File: src/rtl/line_sync_pkg.sv
package line_sync_pkg;

  // Strobes from the line counter to the datapath
  typedef struct packed {
    logic lineStart;   // last cycle of a line: the next edge opens a new line
    logic syncEnd;     // last cycle of the sync pulse
  } line_strobe_t;

  typedef enum logic [1:0] {
    LVL_SYNC  = 2'b00,
    LVL_BLACK = 2'b01,
    LVL_WHITE = 2'b10
  } level_t;

endpackage

File: src/rtl/line_sync_ctrl.sv
module line_sync_ctrl
  import line_sync_pkg::*;
#(
  parameter int LINE_CYCLES = 414,
  parameter int SYNC_CYCLES = 32
) (
  input  logic         clk,
  input  logic         rst,
  output line_strobe_t strobes
);

  localparam int CW = $clog2(LINE_CYCLES);
  localparam logic [CW-1:0] LAST_POS = CW'(LINE_CYCLES - 1);
  localparam logic [CW-1:0] SYNC_LAST = CW'(SYNC_CYCLES - 1);

  logic [CW-1:0] linePos;

  always_ff @(posedge clk) begin
    if (rst) begin
      linePos <= '0;
    end else if (linePos == LAST_POS) begin
      linePos <= '0;
    end else begin
      linePos <= linePos + 1'b1;
    end
  end

  always_comb begin
    strobes.lineStart = (linePos == LAST_POS);
    strobes.syncEnd   = (linePos == SYNC_LAST);
  end

endmodule

File: src/rtl/line_sync_dp.sv
module line_sync_dp
  import line_sync_pkg::*;
#(
  parameter int NMI_CYCLES = 2,
  parameter int ROW_BITS   = 3
) (
  input  logic                clk,
  input  logic                rst,
  input  line_strobe_t        strobes,
  input  logic                nmiOnStb,
  input  logic                nmiOffStb,
  input  logic                vsyncReq,
  input  logic                pixelIn,
  output logic                hsyncOut,
  output logic                nmiOut,
  output logic [ROW_BITS-1:0] rowIdx,
  output logic [1:0]          levelCode
);

  localparam int NW = $clog2(NMI_CYCLES + 1);
  localparam logic [NW-1:0] NMI_LOAD = NW'(NMI_CYCLES);

  logic          nmiArmed;
  logic [NW-1:0] nmiLeft;
  level_t        levelSel;

  // Sync pulse: opens with the line, closes after SYNC_CYCLES
  always_ff @(posedge clk) begin
    if (rst) begin
      hsyncOut <= 1'b0;
    end else if (strobes.lineStart) begin
      hsyncOut <= 1'b1;
    end else if (strobes.syncEnd) begin
      hsyncOut <= 1'b0;
    end
  end

  // Arm state; disable wins over enable
  always_ff @(posedge clk) begin
    if (rst) begin
      nmiArmed <= 1'b0;
    end else if (nmiOffStb) begin
      nmiArmed <= 1'b0;
    end else if (nmiOnStb) begin
      nmiArmed <= 1'b1;
    end
  end

  // Pulse length counter, loaded at line start with the arm state held so far
  always_ff @(posedge clk) begin
    if (rst) begin
      nmiLeft <= '0;
    end else if (strobes.lineStart && nmiArmed) begin
      nmiLeft <= NMI_LOAD;
    end else if (nmiLeft != '0) begin
      nmiLeft <= nmiLeft - 1'b1;
    end
  end

  assign nmiOut = (nmiLeft != '0);

  // Pixel-row index stepped by the line start, held at zero in vertical sync
  always_ff @(posedge clk) begin
    if (rst || vsyncReq) begin
      rowIdx <= '0;
    end else if (strobes.lineStart) begin
      rowIdx <= rowIdx + 1'b1;
    end
  end

  always_comb begin
    if (hsyncOut || vsyncReq) begin
      levelSel = LVL_SYNC;
    end else if (pixelIn) begin
      levelSel = LVL_WHITE;
    end else begin
      levelSel = LVL_BLACK;
    end
  end

  assign levelCode = levelSel;

endmodule

File: src/rtl/line_sync_gen.sv
module line_sync_gen
  import line_sync_pkg::*;
#(
  parameter int LINE_CYCLES = 414,
  parameter int SYNC_CYCLES = 32,
  parameter int NMI_CYCLES  = 2,
  parameter int ROW_BITS    = 3
) (
  input  logic                clk,
  input  logic                rst,
  input  logic                nmiOnStb,
  input  logic                nmiOffStb,
  input  logic                vsyncReq,
  input  logic                pixelIn,
  output logic                hsyncOut,
  output logic                nmiOut,
  output logic [ROW_BITS-1:0] rowIdx,
  output logic [1:0]          levelCode
);

  line_strobe_t strobes;

  line_sync_ctrl #(
    .LINE_CYCLES(LINE_CYCLES),
    .SYNC_CYCLES(SYNC_CYCLES)
  ) u_ctrl (
    .clk    (clk),
    .rst    (rst),
    .strobes(strobes)
  );

  line_sync_dp #(
    .NMI_CYCLES(NMI_CYCLES),
    .ROW_BITS  (ROW_BITS)
  ) u_dp (
    .clk      (clk),
    .rst      (rst),
    .strobes  (strobes),
    .nmiOnStb (nmiOnStb),
    .nmiOffStb(nmiOffStb),
    .vsyncReq (vsyncReq),
    .pixelIn  (pixelIn),
    .hsyncOut (hsyncOut),
    .nmiOut   (nmiOut),
    .rowIdx   (rowIdx),
    .levelCode(levelCode)
  );

endmodule

File: config.mk
export PLATFORM = sky130hd
export DESIGN_NAME = line_sync_gen
export DESIGN_NICKNAME = d
export VERILOG_FILES = /design/src/rtl/line_sync_pkg.sv /design/src/rtl/line_sync_ctrl.sv /design/src/rtl/line_sync_dp.sv /design/src/rtl/line_sync_gen.sv
export SDC_FILE = /design/constraint.sdc
export NUM_CORES = 1
export LEC_CHECK = 0
export BUFFER_PORTS_ARGS = -buffer_cell sky130_fd_sc_hd__buf_2
export CAP_MARGIN = 40
export CORE_MARGIN = 1
export CORE_UTILIZATION = 51
export CTS_CLUSTER_DIAMETER = 50
export DETAILED_ROUTE_END_ITERATION = 8
export GPL_ROUTABILITY_DRIVEN = 0
export GPL_TIMING_DRIVEN = 0
export PLACE_DENSITY = 0.74
export SLEW_MARGIN = 5
export SYNTH_ARGS = -nofsm -noshare
export SYNTH_HDL_FRONTEND = slang
export SYNTH_SLANG_ARGS = --single-unit
export TNS_END_PERCENT = 50
File: constraint.sdc
create_clock -name clk -period 1.55 [get_ports clk]
set_input_delay 0.2325 -clock clk [delete_from_list [all_inputs] [get_ports clk]]
set_output_delay 0.2325 -clock clk [all_outputs]
set_load 0.005 [all_outputs]
==> key figures <==
Final layout
  • Diode count: 0
  • Layout cells sized above 1: 0.228
  • Area of the multi-input gates: 385 µm²
  • Fillers: 125
  • Register area: 322 µm²
  • Most common cell after layout, fill and taps aside: dfxtp_1
  • Most frequent cells in the layout: dfxtp_1, buf_2, nor2_1
  • Cell Count, Final, Fillers Out: 107
  • Nets@finish: 103
  • Area growth, synth to finish: 13.0%

Route
  • Router iterations before antenna repair: 4
  • Final Routed Wirelength: 1340 µm
  • Post-route ant nets: 0
  • Post-DR vias/cell: 5.73
  • Drt initial violations: 8
  • Vias post-DR: 613
  • Routed len/inst: 12.5 µm
  • Remaining DRCs: 0

Critical path
  • Critical Path Max Stage Delay: 440 ps
  • CP max-delay cell: a2111o_1
  • CP startpoint kind: flop
  • WP data arrival: 1710 ps
  • Cell Chain, Critical Path: ha_1, and4_1, a2111o_1, a21oi_1
  • CP Max Fanout: 7
  • Crit path buf inv count: 0
  • Worst Path Class, Setup: reg -> reg
  • Crit path max-delay family: compound AO/OA/AOI/OAI gates
  • Cell count along the critical path: 4
  • Worst setup EP type: flop
  • Worst EP required: 1760 ps
  • Worst Reg-to-Reg Cells: 4

STA
  • Final min period: 1490 ps
  • Setup violations, final: 0
  • Slew @ Worst Pin: 350 ps
  • Period utilization: 0.962
  • Clock skew: 6.52 ps
  • Fin. Hold Viols: 0
  • Final setup TNS: 0 ps
  • Worst slew margin: 0.767
  • RSZ-0062 raised after global routing: false
  • Slew Viols, Final: 0
  • F_max: 671 MHz

Yosys
  • Yosys warnings: 0
  • Xor/xnor share of the synthesized area: 0.0365
  • Syn nets: 88
  • Async SR Flop Fraction: 0
  • Synth Area in Compound Gates: 0.165
  • Synth unique cells: 31
  • Syn Std Cell Area: 721 µm²
  • Sequential element share of the synthesized area: 0.444
  • Largest family of logic cells by synthesized area: simple AND/OR/NAND/NOR gates
  • Main synth FF type: dfxtp_1
  • #FFs+latches synth: 16
  • Cells after synthesis: 79
  • Post-Synth Adder-Cell Area: 0.0521
  • Post-synth EDFFs: 0
  • Synthesized area per cell: 9.12 µm²
  • Synth Area in Simple Gates: 0.266
  • Post-synthesis mux area share: 0.0139

Global routing
  • First-pass GRT wire length: 2020 µm
  • Initial antenna violation count: 0
  • Grt ovf: 0
  • Vias in the first global route: 479
  • GRT Total Usage: 0.199
  • Largest net degree at the start of global routing: 10

Clocking
  • CTS tree: built
  • Clk slew on worst S/H paths: 90 ps
  • Root Driver: clkbuf_4
  • Clk Latency, worst-skew pair: 280 ps
  • Htree depth: 1
  • Cts bufs inserted: 3
  • Clk sinks: 16
  • Clock buffer depth: 2

Placed design
  • Final HPWL DP: 986 µm
  • PortBufs: 11
  • Inst Count DP: 105

Floorplanning
  • IO Pins: 13
  • Die W: 39.6 µm
  • Row count: 13
  • Starting Density: 0.554
  • Die span in y: 39.6 µm
  • Die area: 1570 µm²
  • Core area: 1300 µm²

Pwr
  • Worst vdd ir: 0.561 mV
  • Pwr Density: 838 nW/µm²
  • Leak: 0.000312 µW

Min path
  • Worst hold path class: in -> reg
  • Hold depth: 2

Run
  • Max-Cap Viols: 0

Status
  • Status: finished clean
[cell usage after synthesis, drive strengths merged (2+ instances only)]
master,count,share of area
a21boi,2,0.021
a21oi,5,0.040
dfxtp,16,0.44
ha,3,0.052
inv,2,0.010
nand2,6,0.031
nand3,5,0.042
nand4,2,0.017
nor2,9,0.047
nor3,2,0.014
o21ai,5,0.035
or3,4,0.035
xor2,2,0.024
[per-stage QoR]
stage | power (µW) | hold slack [ps] | utilization | instance area (µm²) | worst slack (ps)
floorplan | 458 | 312 | - | 721 | 123
global placement | 472 | 396 | 0.611 | 795 | 60.5
detailed placement | 473 | 407 | 0.611 | 795 | 22.4
CTS | 682 | 111 | 0.628 | 817 | 5.12
global route | 714 | 92.2 | 0.626 | 815 | 1.65
finish | 682 | 108 | 0.626 | 815 | 58.9
[worst register-to-register path, cell delays in order, from the launching register on]
cell and delay [ps]:
dfxtp_1 350, ha_1 220, and4_1 300, a2111o_1 440, a21oi_1 120
[logic make-up (layout without fill, tap and decap cells)]
group / count (synthesis) / after routing
and+or+nand+nor: 34 / 34
AOI/OAI and AO/OA: 18 / 18
DFF: 16 / 16
buffers and inverters: 4 / 17
adders and majority gates: 3 / 3
xor gates and xnor gates: 3 / 3
muxes: 1 / 1
[state kept, by name, summed over array words and instances (netlist names)]
register / cells
u_ctrl.linePos: 9
u_dp.hsyncOut: 1
u_dp.nmiArmed: 1
u_dp.nmiLeft: 2
u_dp.rowIdx: 3
[per-layer routing]
metal,track usage,wire length (µm)
met3,0.0682,37
met2,0.311,634
met5,0,0
met4,0.0776,13
met1,0.245,651
[what timing repair did]
action                                  in CTS  in global routing
hold buffers                                 0                  0
setup buffers                                0                  0
resized for setup                            0                  2
endpoints found under the hold margin        0                  0
endpoints found under the setup margin       0                  1
[area by class of cell]
class,count,area share
Timing Repair Buffer,11,0.0676
Inverter,2,0.00922
Buffer,1,0.00461
Tap cell,15,0.0230
Sequential cell,16,0.395
Multi-Input combinational cell,59,0.473
Clock buffer,3,0.0276
[worst paths after layout]
| kind | startpoint | endpoint | slack, ps |
|---|---|---|---|
| setup reg to reg | u_ctrl.linePos[0]$_SDFF_PP0_ | u_ctrl.linePos[5]$_SDFF_PP0_ | 60 |
| setup / recovery | u_ctrl.linePos[0]$_SDFF_PP0_ | u_ctrl.linePos[5]$_SDFF_PP0_ | 60 |
| hold / removal | nmiOffStb | u_dp.nmiArmed$_SDFFE_PP0P_ | 110 |
| hold reg to reg | u_dp.nmiLeft[1]$_SDFFE_PP0P_ | u_dp.nmiLeft[0]$_SDFFE_PP0P_ | 460 |
[power by group]
| part | internal [µW] | switching, µW |
|---|---|---|
| registers | 419 | 8.42 |
| logic | 17.5 | 19.6 |
| clock network | 90.1 | 127 |
Power figures use the tool's default switching activity.
